`config.mk`:
```
export PLATFORM = sky130hd
export DESIGN_NAME = addr_update_unit
export DESIGN_NICKNAME = d
export VERILOG_FILES = /design/src/rtl/auu_pkg.sv /design/src/rtl/auu_mode_decode.sv /design/src/rtl/auu_stepper.sv /design/src/rtl/addr_update_unit.sv
export SDC_FILE = /design/constraint.sdc
export NUM_CORES = 1
export LEC_CHECK = 0
export ABC_AREA = 0
export BUFFER_PORTS_ARGS = -buffer_cell sky130_fd_sc_hd__clkbuf_2
export CAP_MARGIN = 20
export CORE_UTILIZATION = 45
export CTS_CLUSTER_DIAMETER = 150
export CTS_CLUSTER_SIZE = 12
export DETAILED_ROUTE_END_ITERATION = 8
export PLACE_DENSITY = 0.69
export SKIP_CTS_REPAIR_TIMING = 1
export SYNTH_ARGS = -nofsm -noshare
export SYNTH_HDL_FRONTEND = slang
export SYNTH_SLANG_ARGS = --single-unit
```
`constraint.sdc`:
```
create_clock -name clk -period 5 [get_ports clk]
set_input_delay 0.5 -clock clk [delete_from_list [all_inputs] [get_ports clk]]
set_output_delay 0.5 -clock clk [all_outputs]
set_load 0.02 [all_outputs]
```
`src/rtl/auu_pkg.sv`:
```
package auu_pkg;

  typedef enum logic [2:0] {
    MD_HOLD     = 3'd0,
    MD_POST_INC = 3'd1,
    MD_POST_DEC = 3'd2,
    MD_POST_ADD = 3'd3,
    MD_POST_SUB = 3'd4,
    MD_INDEX    = 3'd5,
    MD_PRE_DEC  = 3'd6,
    MD_SPARE    = 3'd7
  } auu_mode_e;

  // Control word derived from the mode code
  typedef struct packed {
    logic use_ofs;   // step by offset instead of one
    logic subtract;  // subtract the step
    logic pre;       // effective address is the stepped value
    logic write;     // register is updated
  } auu_ctrl_t;

endpackage

```
`src/rtl/auu_mode_decode.sv`:
```
module auu_mode_decode
  import auu_pkg::*;
(
  input  logic [2:0] mode,
  output auu_ctrl_t  ctrl
);

  always_comb begin
    ctrl = '0;
    unique case (mode)
      MD_POST_INC: ctrl = '{use_ofs: 1'b0, subtract: 1'b0, pre: 1'b0, write: 1'b1};
      MD_POST_DEC: ctrl = '{use_ofs: 1'b0, subtract: 1'b1, pre: 1'b0, write: 1'b1};
      MD_POST_ADD: ctrl = '{use_ofs: 1'b1, subtract: 1'b0, pre: 1'b0, write: 1'b1};
      MD_POST_SUB: ctrl = '{use_ofs: 1'b1, subtract: 1'b1, pre: 1'b0, write: 1'b1};
      MD_INDEX:    ctrl = '{use_ofs: 1'b1, subtract: 1'b0, pre: 1'b1, write: 1'b0};
      MD_PRE_DEC:  ctrl = '{use_ofs: 1'b0, subtract: 1'b1, pre: 1'b1, write: 1'b1};
      default:     ctrl = '0;  // hold and the spare code
    endcase
  end

endmodule

```
`src/rtl/auu_stepper.sv`:
```
module auu_stepper
  import auu_pkg::*;
#(
  parameter int W = 32
) (
  input  logic [W-1:0] base,
  input  logic [W-1:0] ofs,
  input  auu_ctrl_t    ctrl,
  output logic [W-1:0] stepped
);

  localparam logic [W-1:0] ONE = {{(W-1){1'b0}}, 1'b1};

  function automatic logic [W-1:0] step_value(input logic [W-1:0] b,
                                              input logic [W-1:0] s,
                                              input logic         sub);
    step_value = sub ? (b - s) : (b + s);
  endfunction

  logic [W-1:0] step_amt;

  assign step_amt = ctrl.use_ofs ? ofs : ONE;
  assign stepped  = step_value(base, step_amt, ctrl.subtract);

endmodule

```
`src/rtl/addr_update_unit.sv`:
```
module addr_update_unit
  import auu_pkg::*;
#(
  parameter int W = 32
) (
  input  logic         clk,
  input  logic         rst_n,
  input  logic         req,
  input  logic [2:0]   mode,
  input  logic [W-1:0] reg_val,
  input  logic [W-1:0] ofs_val,
  output logic         res_valid,
  output logic [W-1:0] eff_addr,
  output logic [W-1:0] reg_next,
  output logic         reg_we
);

  auu_ctrl_t    ctrl;
  logic [W-1:0] stepped;
  logic [W-1:0] addr_d;
  logic [W-1:0] next_d;
  logic         wr_event;

  auu_mode_decode u_dec (
    .mode (mode),
    .ctrl (ctrl)
  );

  auu_stepper #(.W(W)) u_step (
    .base    (reg_val),
    .ofs     (ofs_val),
    .ctrl    (ctrl),
    .stepped (stepped)
  );

  assign addr_d   = ctrl.pre   ? stepped : reg_val;
  assign next_d   = ctrl.write ? stepped : reg_val;
  assign wr_event = req & ctrl.write;

  always_ff @(posedge clk) begin
    if (!rst_n) begin
      res_valid <= 1'b0;
      reg_we    <= 1'b0;
      eff_addr  <= '0;
      reg_next  <= '0;
    end else begin
      res_valid <= req;
      reg_we    <= wr_event;
      if (req) begin
        eff_addr <= addr_d;
        reg_next <= next_d;
      end
    end
  end

endmodule

```
# Word level (Yosys, flattened, before mapping)
# Cells that the tools add are included.
# Widths: inputs -> output; s select.
word_totals:
  reg_bits: 66
  output_inout_bits: 66
  wordCells: 18
classes:
  addsub: 2
  eq_ne: 6
  n_mux: 5
  bitwise_logic: 1
ops:
  columns: ["op", "count"]
  rows:
  - ["$mux 32", 4]
  - ["$add 32x32->32", 1]
  - ["$sub 32x32->32", 1]
  - ["$pmux 4 s6", 1]
  - ["$eq 3x3->1 const B", 3]
  - ["$eq 3x2->1 const B", 2]
  - ["$eq 3x1->1 const B", 1]
  - ["$and 1x1->1", 1]

# Logic depth before layout (Yosys ltp)
depth:
  word_depth: 6
  mapped_depth: 19
  ltp_nobuf: 17

# Cells and area by module
# A second synthesis with hierarchy kept.
hier_totals:
  cells_unflattened: 713
  area_unflattened_um2: 5586.6
by_module_without_submodules:
  columns: ["mod", "instances", "cells_each", "area_per_inst_um2", "seq_area_each_um2"]
  rows:
  - ["addr_update_unit", 1, 289, 2877.8, 1321.3]
  - ["auu_stepper", 1, 416, 2662.6, 0.0]
  - ["auu_mode_decode", 1, 8, 46.3, 0.0]

# Worst setup path after synthesis
# No wires, ideal clock.
synth_timing:
  path_kind: "input port to flip-flop"
  startpoint: "input port ofs_val[13]"
  endpoint: "register eff_addr[30]"
  setup_time_ps: 137
  arrival_time_ps: 4037
  required_time_ps: 4863
  setup_slack_ps: 826
  stages: 17
  n_path_buf: 0
  path_cell_list: "or4_1 -> nor3_4 -> nand2_1 -> o21ai_2 -> a21oi_1 -> a22o_1 -> a21oi_1 -> o21ai_1 -> ha_1 -> and3_1 -> nand3_1 -> a2111oi_0 -> a211oi_2 -> o21ai_1 -> a2111oi_0 -> a311oi_1 -> o221ai_1"
synth_via:
  elab_chain_len: 4
  word_cells_on_any_way: 5
  cone_classes: "2 x add/sub; 3 x mux"
synth_lines:
  columns: ["item", "line", "text"]
  rows:
  - ["start, declared", "addr_update_unit.sv:11", "input logic [W-1:0] ofs_val,"]
  - ["$mux 32 (*)", "auu_stepper.sv:22", "assign step_amt = ctrl.use_ofs ? ofs : ONE;"]
  - ["$add 32x32->32 / $sub 32x32->32 (equally long branches)", "auu_stepper.sv:17", "step_value = sub ? (b - s) : (b + s);"]
  - ["$mux 32 (*)", "auu_stepper.sv:17", null]
  - ["$mux 32 (*)", "addr_update_unit.sv:36", "assign addr_d = ctrl.pre ? stepped : reg_val;"]
  - ["end signal, assigned", "addr_update_unit.sv:50", "eff_addr <= addr_d;"]
  - ["end, declared", "addr_update_unit.sv:13", "output logic [W-1:0] eff_addr,"]
# Mark *: on every way between the ends. The rest lies on a longest branch, timed or not.
# A chain may end at the register's enable or synchronous reset.

# Worst setup path after layout
# Ends and elaborated chain as after synthesis.

==> flow_metrics.env <==
export IMPL_grt_usage_pct=29.6
export IMPL_clkLatencyLatePin_ns=0.33
export IMPL_pwr_share_seq_pct=29.1
export IMPL_power_uw=2110
export IMPL_crit_path_end_kind="register"
export IMPL_cpLargestDelayFamily="compound AO/OA/AOI/OAI gates"
export IMPL_leakage_uw=0.00301
export IMPL_vias=6415
export IMPL_post_route_drc_count=2
export IMPL_gp_congestion=0.973
export IMPL_io_buffers=135
export IMPL_p_sw_share_pct=38.2
export IMPL_grt_overflow_total=0
export IMPL_startpoint="ofs_val[13]"
export IMPL_hold_viol_final=0
export IMPL_ant_nets=0
export IMPL_max_freq_mhz=221
export IMPL_cts_root_buf="clkbuf_16"
export IMPL_timing_rr_start="reg_next[23]"
export IMPL_finClkSkew_ns=0
export IMPL_timing_setup_tns_ns=0
export IMPL_max_cap_viol_count=0
export IMPL_dpl_hpwl_um=14300
export IMPL_drtIter0Drc=617
export IMPL_finalSetupViolations=0
export IMPL_synth_edf_count=0
export IMPL_cp_max_fo=8
export IMPL_yosysUniqueCellTypes=71
export IMPL_n_antenna_cell=0
export IMPL_cts_sink_count=66
export IMPL_die_w_um=113
export IMPL_min_path_type="in -> reg"
export IMPL_tritoncts="done"
export IMPL_grt_pass1_wl_um=29800
export IMPL_first_global_vias=5598
export IMPL_finalMaxSlewViolations=0
export IMPL_grt_max_degree=107
export IMPL_rows=40
export IMPL_start_util_pct=46.1
export IMPL_drive_above_1_share_pct=20.6
export IMPL_synth_area_per_cell_sq_um=7.15
export IMPL_worstPathRequired_ns=5.25
export IMPL_postLayoutCellArea_sq_mm=0.00669
export IMPL_synth_seq_area_share_pct=23.8
export IMPL_synthToLayoutAreaGrowth_pct=20.7
export IMPL_antenna_found_initial=0
export IMPL_min_period_over_period_pct=90.4
export IMPL_p_clk_share_pct=31.1
export IMPL_wirelength_um=18800
export IMPL_status="finished with violations"
export IMPL_viasPerCell=6.13
export IMPL_numCtsBuffers=9
export IMPL_power_density_mw_per_mm2=315
export IMPL_core_sq_mm=0.0120
export IMPL_avgRoutedWirePerCell_um=18.0
export IMPL_cp_num_buf_inv=1
export IMPL_clk_pin_slew_ns=0.06
export IMPL_dieArea_sq_mm=0.0128
export IMPL_crit_chain="clkbuf_2 > or4_1 > nor3_4 > nand2_1 > o21ai_2 > a21oi_1 > a22o_1 > a21oi_1 > o21ai_1 > ha_1 > and3_1 > a41o_1 > a21o_1 > a211oi_2 > o21ai_1 > a2111oi_0 > a311oi_1 > o221ai_1"
export IMPL_pwr_share_comb_pct=39.9
export IMPL_nets=997
export IMPL_p_switching_uw=806
export IMPL_yosysWarnings=0
export IMPL_die_height_um=113
export IMPL_dominantRegCellSynth="dfxtp_1"
export IMPL_ctsHtreeMaxLevel=3
export IMPL_max_stage_delay_ns=0.63
export IMPL_syn_inst=775
export IMPL_syn_cell_area_sq_mm=0.00554
export IMPL_relSlewSlack_pct=31.6
export IMPL_irDropWorstVdd_uv=180
export IMPL_worstMarginPinSlew_ns=1.03
export IMPL_cts_buffer_depth=2
export IMPL_pin_count=136
export IMPL_synthesis_nets=877
export IMPL_path_class="in -> reg"
export IMPL_placed_area_sq_mm=0.00638
export IMPL_period_minus_slack_ns=4.52
export IMPL_crit_arrival_ns=4.77
export IMPL_start_kind="input pin"
export IMPL_violations="design-rule violations"
export IMPL_hp_start="reg_val[3]"
export IMPL_dr_pass1_iters=9
export IMPL_async_reset_ff_share_pct=0
export IMPL_cp_slowest_cell="or4_1"
export IMPL_rsz0062_at_grt="false"
export IMPL_p_int_uw=1300
export IMPL_whs_ns=0.450
export IMPL_synth_seq_cells=66
worst paths after layout:
path	endpoint	slack (ns)	cells after the start
min	eff_addr[3]	0.45	3
max	eff_addr[30]	0.48	18
max reg2reg	reg_next[23]	4.19	2
min reg2reg	eff_addr[1]	0.48	2
power groups by stage:
stage | Sequential, uW | Combinational, uW | Clock, uW
after floorplan | 680 | 508 | 0
after global placement | 622 | 822 | 0
after detailed placement | 623 | 824 | 0
after CTS | 612 | 828 | 657
after global routing | 617 | 918 | 683
final | 612 | 841 | 655
final cells by class:
| class | instances | area [sq um] |
|---|---|---|
| Sequential cell | 66 | 1320 |
| Timing Repair Buffer | 157 | 841 |
| Clock inverter | 4 | 50.0 |
| Tap cell | 147 | 184 |
| Fill cell | 1144 | 5320 |
| Clock buffer | 12 | 256 |
| Multi-Input combinational cell | 642 | 3970 |
| Inverter | 19 | 71.3 |
Yosys cell counts, types with 8 or more instances:
| cell type | number | area (sq um) |
|---|---|---|
| nand2_1 | 140 | 526 |
| a21oi_1 | 74 | 370 |
| nor2_1 | 69 | 259 |
| dfxtp_1 | 66 | 1320 |
| o21ai_0 | 44 | 220 |
| clkbuf_1 | 37 | 139 |
| ha_1 | 31 | 388 |
| a311oi_1 | 30 | 263 |
| nand3_1 | 22 | 110 |
| xnor2_1 | 20 | 175 |
| a31oi_1 | 19 | 119 |
| inv_1 | 19 | 71.3 |
| o21ai_1 | 13 | 65.1 |
| xor2_1 | 13 | 114 |
| a21o_1 | 12 | 90.1 |
| o211ai_1 | 11 | 82.6 |
| nand2b_1 | 10 | 62.6 |
| and3_1 | 8 | 50.1 |
| buf_2 | 8 | 40.0 |
| nor4_1 | 8 | 50.1 |
| o221ai_1 | 8 | 70.1 |
registers in the layout (all words and copies together) (netlist names):
| register | flops |
|---|---|
| eff_addr | 32 |
| reg_next | 32 |
| reg_we | 1 |
| res_valid | 1 |
worst register-to-register path: cells and delay by family, from the launching register on:
family             cells  cell delay, ns
AOI/OAI and AO/OA      1            0.26
and+or+nand+nor        1            0.07
DFF                    1            0.40
cell usage in the layout (no fill, tap or decap), types with 4 or more instances in the layout:
master | netlist | layout
nand2_1 | 140 | 140
clkbuf_2 | 0 | 134
a21oi_1 | 74 | 74
nor2_1 | 69 | 69
dfxtp_1 | 66 | 66
o21ai_0 | 44 | 44
ha_1 | 31 | 31
a311oi_1 | 30 | 30
nand3_1 | 22 | 22
buf_4 | 1 | 22
xnor2_1 | 20 | 20
inv_1 | 19 | 19
a31oi_1 | 19 | 19
xor2_1 | 13 | 13
o21ai_1 | 13 | 12
a21o_1 | 12 | 12
o211ai_1 | 11 | 11
nand2b_1 | 10 | 10
clkbuf_16 | 0 | 9
nor4_1 | 8 | 8
o221ai_1 | 8 | 8
and3_1 | 8 | 8
mux2i_1 | 7 | 7
o21a_1 | 7 | 7
nor3_1 | 6 | 6
or3_1 | 6 | 6
a211oi_1 | 6 | 6
nand4_1 | 5 | 5
or4_1 | 4 | 4
o31ai_1 | 4 | 4
a311o_1 | 4 | 4
through the flow:
stage / instances / util [%] / setup WS [ns]
6_report: 1047 / 55.7 / 0.478
5_1_grt: 1047 / 55.7 / 0.285
4_1_cts: 1047 / 55.7 / 0.569
3_5_place_dp: 1031 / 53.2 / 0.240
3_3_place_gp: 1031 / 53.2 / 0.375
2_1_floorplan: 775 / - / 0.826
cells by family after synthesis:
group | Yosys count | share of synthesized area (%)
adders and majority gates | 32 | 7.36
and+or+nand+nor | 298 | 24.9
buffers and inverters | 67 | 4.92
muxes | 8 | 1.47
xor gates and xnor gates | 33 | 5.21
AOI/OAI and AO/OA | 271 | 32.3
DFF | 66 | 23.8
layer usage:
layer / track usage, % / routed length, um
met4: 10.7 / 505
met2: 43.3 / 7870
met1: 44.1 / 8840
met3: 3.96 / 1610
met5: 0 / 0
No activity file was read; power rests on OpenSTA's default activity.
